==> src/rtl/trap_pkg.sv <==
package trap_pkg;
  localparam int CAUSE_W = 5;

  localparam logic [1:0] PRIV_U = 2'd0;
  localparam logic [1:0] PRIV_S = 2'd1;
  localparam logic [1:0] PRIV_M = 2'd3;

  localparam int ST_SIE  = 1;
  localparam int ST_MIE  = 3;
  localparam int ST_SPIE = 5;
  localparam int ST_MPIE = 7;
  localparam int ST_SPP  = 8;
  localparam int ST_MPP  = 11;

  localparam logic [3:0] SEL_STATUS = 4'd0;
  localparam logic [3:0] SEL_EDELEG = 4'd1;
  localparam logic [3:0] SEL_IDELEG = 4'd2;
  localparam logic [3:0] SEL_MTVEC  = 4'd3;
  localparam logic [3:0] SEL_STVEC  = 4'd4;
  localparam logic [3:0] SEL_MEPC   = 4'd5;
  localparam logic [3:0] SEL_SEPC   = 4'd6;
  localparam logic [3:0] SEL_MCAUSE = 4'd7;
  localparam logic [3:0] SEL_SCAUSE = 4'd8;

  typedef struct packed {
    logic               enterM;
    logic               enterS;
    logic               doMret;
    logic               doSret;
    logic               isIrq;
    logic [CAUSE_W-1:0] code;
  } trapStb_t;
endpackage

==> src/rtl/trap_ctrl.sv <==
module trap_ctrl
  import trap_pkg::*;
#(
  parameter int XLEN = 32,
  parameter int NIRQ = 16
) (
  input  logic               excValid,
  input  logic [CAUSE_W-1:0] excCause,
  input  logic [NIRQ-1:0]    irqPending,
  input  logic               mretReq,
  input  logic               sretReq,
  input  logic [1:0]         priv,
  input  logic               mie,
  input  logic               sie,
  input  logic [XLEN-1:0]    medeleg,
  input  logic [NIRQ-1:0]    mideleg,
  output trapStb_t           stb,
  output logic               redirValid
);
  logic [NIRQ-1:0] irqToS;
  logic [NIRQ-1:0] irqOk;
  logic            belowM;

  assign belowM = (priv != PRIV_M);

  for (genvar i = 0; i < NIRQ; i++) begin : g_irq
    assign irqToS[i] = mideleg[i] && belowM;
    assign irqOk[i]  = irqPending[i] &&
                       (irqToS[i] ? ((priv == PRIV_U) || (priv == PRIV_S && sie))
                                  : (belowM || mie));
  end

  logic               anyIrq;
  logic [CAUSE_W-1:0] irqIdx;
  logic               irqSelS;

  always_comb begin
    anyIrq  = 1'b0;
    irqIdx  = '0;
    irqSelS = 1'b0;
    for (int i = NIRQ - 1; i >= 0; i--) begin
      if (irqOk[i]) begin
        anyIrq  = 1'b1;
        irqIdx  = CAUSE_W'(i);
        irqSelS = irqToS[i];
      end
    end
  end

  logic excToS;
  assign excToS = medeleg[excCause] && belowM;

  always_comb begin
    stb = '0;
    if (excValid) begin
      stb.code   = excCause;
      stb.enterS = excToS;
      stb.enterM = !excToS;
    end else if (anyIrq) begin
      stb.isIrq  = 1'b1;
      stb.code   = irqIdx;
      stb.enterS = irqSelS;
      stb.enterM = !irqSelS;
    end else if (mretReq) begin
      stb.doMret = 1'b1;
    end else if (sretReq) begin
      stb.doSret = 1'b1;
    end
  end

  assign redirValid = stb.enterM | stb.enterS | stb.doMret | stb.doSret;
endmodule

==> src/rtl/trap_csr.sv <==
module trap_csr
  import trap_pkg::*;
#(
  parameter int XLEN = 32,
  parameter int NIRQ = 16
) (
  input  logic            clk,
  input  logic            rstN,
  input  trapStb_t        stb,
  input  logic [XLEN-1:0] pc,
  input  logic            csrWe,
  input  logic [3:0]      csrAddr,
  input  logic [XLEN-1:0] csrWdata,
  output logic [XLEN-1:0] csrRdata,
  output logic [XLEN-1:0] redirPc,
  output logic [1:0]      priv,
  output logic [XLEN-1:0] status,
  output logic [XLEN-1:0] medeleg,
  output logic [NIRQ-1:0] mideleg
);
  localparam int PAD_W = XLEN - 1 - CAUSE_W;
  localparam logic [XLEN-1:0] ST_KEEP = XLEN'((1 << ST_SIE) | (1 << ST_MIE) |
      (1 << ST_SPIE) | (1 << ST_MPIE) | (1 << ST_SPP) | (3 << ST_MPP));

  logic [XLEN-1:0] mtvec, stvec, mepc, sepc, mcause, scause;
  logic [XLEN-1:0] causeVal;

  assign causeVal = {stb.isIrq, {PAD_W{1'b0}}, stb.code};

  always_ff @(posedge clk) begin
    if (!rstN) begin
      priv    <= PRIV_M;
      status  <= '0;
      medeleg <= '0;
      mideleg <= '0;
      mtvec   <= '0;
      stvec   <= '0;
      mepc    <= '0;
      sepc    <= '0;
      mcause  <= '0;
      scause  <= '0;
    end else if (stb.enterM) begin
      mepc                   <= pc;
      mcause                 <= causeVal;
      status[ST_MPIE]        <= status[ST_MIE];
      status[ST_MIE]         <= 1'b0;
      status[ST_MPP+:2]      <= priv;
      priv                   <= PRIV_M;
    end else if (stb.enterS) begin
      sepc                   <= pc;
      scause                 <= causeVal;
      status[ST_SPIE]        <= status[ST_SIE];
      status[ST_SIE]         <= 1'b0;
      status[ST_SPP]         <= priv[0];
      priv                   <= PRIV_S;
    end else if (stb.doMret) begin
      priv                   <= status[ST_MPP+:2];
      status[ST_MIE]         <= status[ST_MPIE];
      status[ST_MPIE]        <= 1'b1;
      status[ST_MPP+:2]      <= PRIV_U;
    end else if (stb.doSret) begin
      priv                   <= {1'b0, status[ST_SPP]};
      status[ST_SIE]         <= status[ST_SPIE];
      status[ST_SPIE]        <= 1'b1;
      status[ST_SPP]         <= 1'b0;
    end else if (csrWe) begin
      case (csrAddr)
        SEL_STATUS: status  <= csrWdata & ST_KEEP;
        SEL_EDELEG: medeleg <= csrWdata;
        SEL_IDELEG: mideleg <= csrWdata[NIRQ-1:0];
        SEL_MTVEC:  mtvec   <= csrWdata;
        SEL_STVEC:  stvec   <= csrWdata;
        SEL_MEPC:   mepc    <= csrWdata;
        SEL_SEPC:   sepc    <= csrWdata;
        SEL_MCAUSE: mcause  <= csrWdata;
        SEL_SCAUSE: scause  <= csrWdata;
        default: ;
      endcase
    end
  end

  always_comb begin
    redirPc = '0;
    if (stb.enterM)      redirPc = {mtvec[XLEN-1:2], 2'b00};
    else if (stb.enterS) redirPc = {stvec[XLEN-1:2], 2'b00};
    else if (stb.doMret) redirPc = mepc;
    else if (stb.doSret) redirPc = sepc;
  end

  always_comb begin
    case (csrAddr)
      SEL_STATUS: csrRdata = status;
      SEL_EDELEG: csrRdata = medeleg;
      SEL_IDELEG: csrRdata = XLEN'(mideleg);
      SEL_MTVEC:  csrRdata = mtvec;
      SEL_STVEC:  csrRdata = stvec;
      SEL_MEPC:   csrRdata = mepc;
      SEL_SEPC:   csrRdata = sepc;
      SEL_MCAUSE: csrRdata = mcause;
      SEL_SCAUSE: csrRdata = scause;
      default:    csrRdata = '0;
    endcase
  end
endmodule

==> src/rtl/trap_router.sv <==
module trap_router
  import trap_pkg::*;
#(
  parameter int XLEN = 32,
  parameter int NIRQ = 16
) (
  input  logic               clk,
  input  logic               rstN,
  input  logic               excValid,
  input  logic [CAUSE_W-1:0] excCause,
  input  logic [NIRQ-1:0]    irqPending,
  input  logic [XLEN-1:0]    pc,
  input  logic               mretReq,
  input  logic               sretReq,
  input  logic               csrWe,
  input  logic [3:0]         csrAddr,
  input  logic [XLEN-1:0]    csrWdata,
  output logic [XLEN-1:0]    csrRdata,
  output logic               redirValid,
  output logic [XLEN-1:0]    redirPc,
  output logic [1:0]         privOut
);
  trapStb_t        stb;
  logic [XLEN-1:0] statusQ;
  logic [XLEN-1:0] medelegQ;
  logic [NIRQ-1:0] midelegQ;

  trap_ctrl #(.XLEN(XLEN), .NIRQ(NIRQ)) u_ctrl (
    .excValid  (excValid),
    .excCause  (excCause),
    .irqPending(irqPending),
    .mretReq   (mretReq),
    .sretReq   (sretReq),
    .priv      (privOut),
    .mie       (statusQ[ST_MIE]),
    .sie       (statusQ[ST_SIE]),
    .medeleg   (medelegQ),
    .mideleg   (midelegQ),
    .stb       (stb),
    .redirValid(redirValid)
  );

  trap_csr #(.XLEN(XLEN), .NIRQ(NIRQ)) u_csr (
    .clk     (clk),
    .rstN    (rstN),
    .stb     (stb),
    .pc      (pc),
    .csrWe   (csrWe),
    .csrAddr (csrAddr),
    .csrWdata(csrWdata),
    .csrRdata(csrRdata),
    .redirPc (redirPc),
    .priv    (privOut),
    .status  (statusQ),
    .medeleg (medelegQ),
    .mideleg (midelegQ)
  );
endmodule

==> config.mk <==
export PLATFORM = sky130hd
export DESIGN_NAME = trap_router
export DESIGN_NICKNAME = d
export VERILOG_FILES = /design/src/rtl/trap_pkg.sv /design/src/rtl/trap_ctrl.sv /design/src/rtl/trap_csr.sv /design/src/rtl/trap_router.sv
export SDC_FILE = /design/constraint.sdc
export NUM_CORES = 1
export LEC_CHECK = 0
export BUFFER_PORTS_ARGS = -buffer_cell sky130_fd_sc_hd__buf_2
export CAP_MARGIN = 10
export CORE_ASPECT_RATIO = 0.7
export CORE_MARGIN = 5
export CORE_UTILIZATION = 45
export CTS_BUF_LIST = sky130_fd_sc_hd__clkbuf_8
export CTS_CLUSTER_DIAMETER = 100
export DETAILED_ROUTE_END_ITERATION = 8
export GPL_TIMING_DRIVEN = 0
export PLACE_DENSITY = 0.62
export SLEW_MARGIN = 10
export SYNTH_ARGS = -nofsm -noshare
export SYNTH_HDL_FRONTEND = slang
export SYNTH_SLANG_ARGS = --single-unit
export TNS_END_PERCENT = 30
==> constraint.sdc <==
create_clock -name clk -period 7.58 [get_ports clk]
set_input_delay 0.379 -clock clk [delete_from_list [all_inputs] [get_ports clk]]
set_output_delay 0.379 -clock clk [all_outputs]
set_load 0.05 [all_outputs]
**Yosys cells after proc, flatten, opt, wreduce, memory -nomap -nowiden**

Cells that the tools add are included.

- Bits in registers: 274
- Output and inout bits: 67

- Bitwise operators: 8
- Equality and inequality tests: 25
- Reduce and logical (&&, ||, !) cells: 63
- Mux-type cells: 132
- Order comparisons: 1

Operators by type and width:

| operator | count |
|---|---|
| two-way mux 32 bit | 33 |
| one-hot mux 32 bit (9 select lines) | 1 |
| two-way mux 4 bit | 18 |
| two-way mux 1 bit | 62 |
| logical AND 1 bit | 34 |
| AND reduction 6 bit | 5 |
| AND reduction 5 bit | 5 |
| two-way mux 2 bit | 11 |
| != test 5 x 1 -> 1 bit (second input constant) | 4 |
| equality test 4 x 3 -> 1 bit (second input constant) | 4 |
| nonzero test 2 bit | 7 |
| two-way mux 3 bit | 4 |
| != test 2 x 1 -> 1 bit (second input constant) | 6 |
| != test 6 x 1 -> 1 bit (second input constant) | 2 |
| AND reduction 4 bit | 3 |
| equality test 4 x 2 -> 1 bit (second input constant) | 2 |
| != test 4 x 1 -> 1 bit (second input constant) | 2 |
| < comparator 5 x 6 -> 1 bit (second input constant) | 1 |
| two-way mux 6 bit | 1 |
| binary-select mux 1 bit (select 5 bit) | 1 |
| two-way mux 5 bit | 1 |
| inverter 1 bit | 5 |
| equality test 4 x 1 -> 1 bit (second input constant) | 1 |
| equality test 4 bit (second input constant) | 1 |
| other kinds (11) | 15 |

**Depth between registers and ports, before layout**

- Depth after elaboration: 32
- Mapped depth: 15
- Mapped depth without buffers: 9

**Hierarchy**

From an unflattened synthesis, not the netlist that was laid out.

- Cell total of the unflattened synthesis: 1594
- Area total of the unflattened synthesis: 13570.5 sq um

Modules (own cells, without submodules):

| module | times used | area an instance (sq um) | cells each |
|---|---|---|---|
| trap_csr | 1 | 12353.1 | 1434 |
| trap_ctrl | 1 | 1217.4 | 160 |

**Worst setup path after synthesis**

Ideal clock, no wire load.

- Path kind: reg-to-output
- Start point: register u_csr.priv[1]
- End point: output port redirPc[26]
- Required time: 7.201 ns
- Path buffers: 5
- Arrival time: 3.890 ns
- Setup slack: 3.311 ns
- Stages on the path, launching flop included: 14
- Path through: dfxtp_1 buf_2 buf_2 buf_2 o21ai_0 a221oi_1 mux2i_1 o32ai_1 o211ai_1 o41ai_2 buf_2 buf_1 a222oi_1 nand2_1

- Word-level cells in the longest chain between the ends: 27

RTL lines:

| item | line | text |
|---|---|---|
| start: declaration | trap_csr.sv:16 | `output logic [1:0] priv,` |
| start signal: assignment | trap_csr.sv:57 | `priv <= status[ST_MPP+:2];` |
| start signal: assignment | trap_csr.sv:62 | `priv <= {1'b0, status[ST_SPP]};` |
| equality test 2 x 1 -> 1 bit | trap_ctrl.sv:29 | `(irqToS[i] ? ((priv == PRIV_U) \|\| (priv == PRIV_S && sie))` |
| logical AND 1 bit | trap_ctrl.sv:29 |  |
| logical OR 1 bit | trap_ctrl.sv:29 |  |
| two-way mux 1 bit | trap_ctrl.sv:29 |  |
| logical AND 1 bit | trap_ctrl.sv:28 | `assign irqOk[i] = irqPending[i] &&` |
| two-way mux 1 bit (16 in a row) | trap_ctrl.sv:42 | `if (irqOk[i]) begin` |
| two-way mux 2 bit | trap_ctrl.sv:59 | `end else if (anyIrq) begin` |
| two-way mux 3 bit | trap_ctrl.sv:55 | `if (excValid) begin` |
| two-way mux 32 bit | trap_csr.sv:87 | `else if (stb.doSret) redirPc = sepc;` |
| two-way mux 32 bit | trap_csr.sv:86 | `else if (stb.doMret) redirPc = mepc;` |
| two-way mux 32 bit | trap_csr.sv:85 | `else if (stb.enterS) redirPc = {stvec[XLEN-1:2], 2'b00};` |
| two-way mux 32 bit * | trap_csr.sv:84 | `if (stb.enterM) redirPc = {mtvec[XLEN-1:2], 2'b00};` |
| end: declaration | trap_router.sv:20 | `output logic [XLEN-1:0] redirPc,` |

Mark *: on every way between the ends. The rest lies on a longest branch, timed or not.

**Final worst setup path**

- Start point: register u_csr.status[1]
- End point: output port redirPc[28]

- Word-level cells in the longest chain between the ends: 26

RTL lines:

| item | line | text |
|---|---|---|
| start: declaration | trap_csr.sv:17 | `output logic [XLEN-1:0] status,` |
| start signal: indexed assignment | trap_csr.sv:45 | `status[ST_MPIE] <= status[ST_MIE];` |
| start signal: indexed assignment | trap_csr.sv:47 | `status[ST_MPP+:2] <= priv;` |
| start signal: indexed assignment | trap_csr.sv:52 | `status[ST_SPIE] <= status[ST_SIE];` |
| logical AND 1 bit * | trap_ctrl.sv:29 |  |
| logical OR 1 bit * | trap_ctrl.sv:29 |  |
| two-way mux 1 bit | trap_ctrl.sv:29 |  |
| logical AND 1 bit | trap_ctrl.sv:28 |  |
| two-way mux 1 bit (16 in a row) | trap_ctrl.sv:42 |  |
| two-way mux 2 bit | trap_ctrl.sv:59 |  |
| two-way mux 3 bit | trap_ctrl.sv:55 |  |
| two-way mux 32 bit | trap_csr.sv:87 |  |
| two-way mux 32 bit | trap_csr.sv:86 |  |
| two-way mux 32 bit | trap_csr.sv:85 |  |
| two-way mux 32 bit * | trap_csr.sv:84 |  |

Marks and branches as above.

==> reports/results.ini <==
[status]
outcome = finished, final reports clean

[route]
drtIter0Drc = 2887
dr.pass1.iters = 7
ant_nets = 0
vias = 14688
viasPerCell = 6.65
drc = 0
postRouteWirelength_mm = 62.5
post_drt_wl_per_cell_um = 28.3

[sta]
slew_headroom_pct = 21.2
fmax_ghz = 0.153
finalCriticalPeriod_ns = 6.55
fin_crit_sh_pct = 86.4
hold_violations = 0
tightest_slew_ns = 1.18
finalMaxSlewViolations = 0
final.setup.tns_ns = 0
clock_skew_ns = 0.0244
rsz0062_at_grt = false
setup_viol = 0

[finish]
drive_above_1_share_pct = 13.9
nets = 1902
area_growth_syn_to_layout_pct = 15.8
fillerInstances = 2815
fin_util_pct = 53.1

[synthesis]
ys_seq_elements = 249
ys_types = 62
synthSimpleGateAreaFrac_pct = 23.2
synthAdderAreaFrac_pct = 0
seq_area_frac_synth_pct = 38.8
synth-main-ff-cell = dfxtp_1
yosysTopAreaCellShare_pct = 38.8
synthXorXnorAreaFrac_pct = 0
yosysMostFrequentCell = nand2_1
synth_enable_flop_cells = 0
avgSynthCellArea_um2 = 7.93
yosys_warnings = 0
synth_compound_area_share_pct = 25.0
synthTopCellsByArea = dfxtp_1 (39%), nand2_1 (11%), mux2i_1 (6.3%), a21oi_1 (5.5%), a222oi_1 (4.4%)
synthMuxAreaShare_pct = 7.71
syn_nets = 1716
syn_area_um2 = 12900
synth_top_family_by_area = compound AO/OA/AOI/OAI gates
netlist_instances = 1621
async_flop_share_pct = 0
synth_commonest_cells = nand2_1 (391), dfxtp_1 (249), a21oi_1 (142)
yosysTopAreaCell = dfxtp_1

[power]
combPwrFrac_pct = 44.8
leakage_nw = 5.23
vdd_ir_drop_max_v = 0.000186
p_clk_share_pct = 24.2
internal_power_mw = 2.68
p_seq_share_pct = 31.0
netSwitchingPower_mw = 2.45
switching_share_pct = 47.7
power_density_nw_per_um2 = 344

[clock_network]
clockBufferDepth = 3
hold_buffers = 0
cts_max_level = 2
cts_resized = 0
cts.clk_slew.worst_paths_ns = 0.07
cts_sinks = 249
cts_tree = built
cts-buffers-inserted = 42
cts_root_buf = clkbuf_8
clock_latency_ns = 0.61
postCtsSetupRepairBufs = 0

[hold_path]
holdPathStages = 3
hold_path_end = u_csr.sepc[13]$_SDFFE_PN0P_
hold_class = in -> reg
worstHoldStart = pc[13]

[setup_path]
cp-end-kind = output port
cp_cell_sequence = clkbuf_1 > clkbuf_1 > nor2b_1 > nor2_1 > a31oi_1 > o31ai_1 > o211ai_1 > o41ai_2 > buf_2 > buf_1 > a222oi_1 > nand2_1 > buf_2
arrival_ns = 6.17
path_buf_inv = 5
reg2reg_slack_ns = 2.24
rr_worst_depth = 11
slowest_delay_ns = 0.92
cpMaxStageDelayCell = o41ai_2
rr_startpoint = u_csr.status[1]$_SDFFE_PN0P_
crit_type = reg -> out
rr_endpoint = u_csr.sepc[24]$_SDFFE_PN0P_
cp_top_family = buffers and inverters
startpoint_type = register
crit_path_max_fanout = 10
worst-endpoint-required_ns = 7.20

[global_route]
grt_max_degree = 12
grt-ovfl-total = 0
grt_usage_pct = 37.6
grt_pass1_wl_mm = 89.3
antenna_found_initial = 3
grt_pass1_vias = 13380

[placement]
gp_congestion = 1.02
dpl.hpwl_mm = 44.4
portBuffers = 141

[die]
num_rows = 51
core_area_um2 = 28000
die-area_um2 = 32100
initial_core_util_pct = 45.9
die_x_um = 212
chipHeight_um = 151
ios = 162

[run]
maxCapViolations = 0

==> kinds of logic after synthesis <==
group | Yosys count
compound gates | 464
simple gates | 650
flops | 249
mux | 89
buf+inv | 169
==> layout make-up <==
type | count | area [um2] | area share [%]
timing repair buffer | 142 | 713 | 4.79
antenna | 1 | 2.50 | 0.0168
tap | 371 | 464 | 3.12
clock buffer | 54 | 743 | 4.99
inverter | 6 | 22.5 | 0.151
sequential | 249 | 4980 | 33.5
multi-input combinational | 1203 | 7200 | 48.3
clock inverter | 21 | 93.8 | 0.630
buffer | 163 | 667 | 4.48
==> through the flow <==
step	instances	setup slack (ns)	hold slack [ns]	power [mW]	instance area, um2
final	2210	1.03	0.0491	5.13	14900
after CTS	2209	1.34	0.0490	5.02	14900
after floorplan	1621	3.31	0.428	3.01	12900
after global placement	2133	1.98	0.436	3.79	14000
after detailed placement	2134	1.99	0.444	3.81	14000
after global routing	2210	0.850	0.0580	5.29	14900
==> power groups by stage <==
stage	registers, mW	clock network (mW)	logic [mW]
global route	1.60	1.29	2.40
detailed placement	1.61	0	2.20
finish	1.59	1.24	2.30
global placement	1.60	0	2.19
floorplan	1.57	0	1.44
CTS	1.58	1.24	2.21
==> routing by layer <==
layer	wire length, um	up-vias	track usage, %	part of all wire, %
li1	-	6356	-	-
met1	26700	7047	55.5	43
met2	24500	1145	51.4	39
met3	9550	138	13.1	15
met4	1750	2	10.4	2.8
met5	13	-	0	0.021
==> worst register-to-register path: stages (launching register included) <==
cell      delay [ns]
dfxtp_1         0.40
clkbuf_1        0.42
clkbuf_1        0.64
nor2b_1         0.30
nor2_1          0.46
a31oi_1         0.17
o31ai_1         0.36
o211ai_1        0.26
a31o_2          0.36
a211oi_4        0.86
clkbuf_1        0.69
a311oi_1        0.21
==> sequential cells by signal, indices dropped and copies added (netlist names) <==
name / cells
u_csr.mtvec: 32
u_csr.mideleg: 16
u_csr.priv: 2
u_csr.mcause: 32
u_csr.stvec: 32
u_csr.scause: 32
u_csr.status: 7
u_csr.medeleg: 32
u_csr.mepc: 32
u_csr.sepc: 32
==> layout by cell type, fill, tap and decap left out, drive strengths merged, types with 5 or more instances in the layout <==
master / n
nand2: 391
dfxtp: 249
clkbuf: 181
buf: 178
a21oi: 142
nor2: 94
mux2i: 81
o21ai: 75
a22oi: 58
a222oi: 57
nand4: 49
a311oi: 33
nand3: 31
inv: 25
a31oi: 21
nand3b: 19
a22o: 15
a221oi: 14
a211oi: 14
nand4bb: 11
nor3: 10
nand2b: 9
mux4: 8
and2: 6
nor2b: 5
and3: 5
or4bb: 5
o31ai: 5
nor4: 5
==> worst max path at each step <==
| stage | to | start | cells after the start | slack, ns |
|---|---|---|---|---|
| final | redirPc[28] | u_csr.status[1]$_SDFFE_PN0P_ | 13 | 1.03 |
| after global routing | redirPc[27] | u_csr.status[1]$_SDFFE_PN0P_ | 13 | 0.85 |
| after CTS | redirPc[30] | u_csr.status[1]$_SDFFE_PN0P_ | 13 | 1.34 |
| after detailed placement | redirPc[25] | u_csr.status[1]$_SDFFE_PN0P_ | 13 | 1.99 |
| after global placement | redirPc[21] | u_csr.status[1]$_SDFFE_PN0P_ | 13 | 1.98 |
| after floorplan | redirPc[26] | u_csr.priv[1]$_SDFFE_PP1P_ | 13 | 3.31 |
No activity file was read; power rests on OpenSTA's default activity.
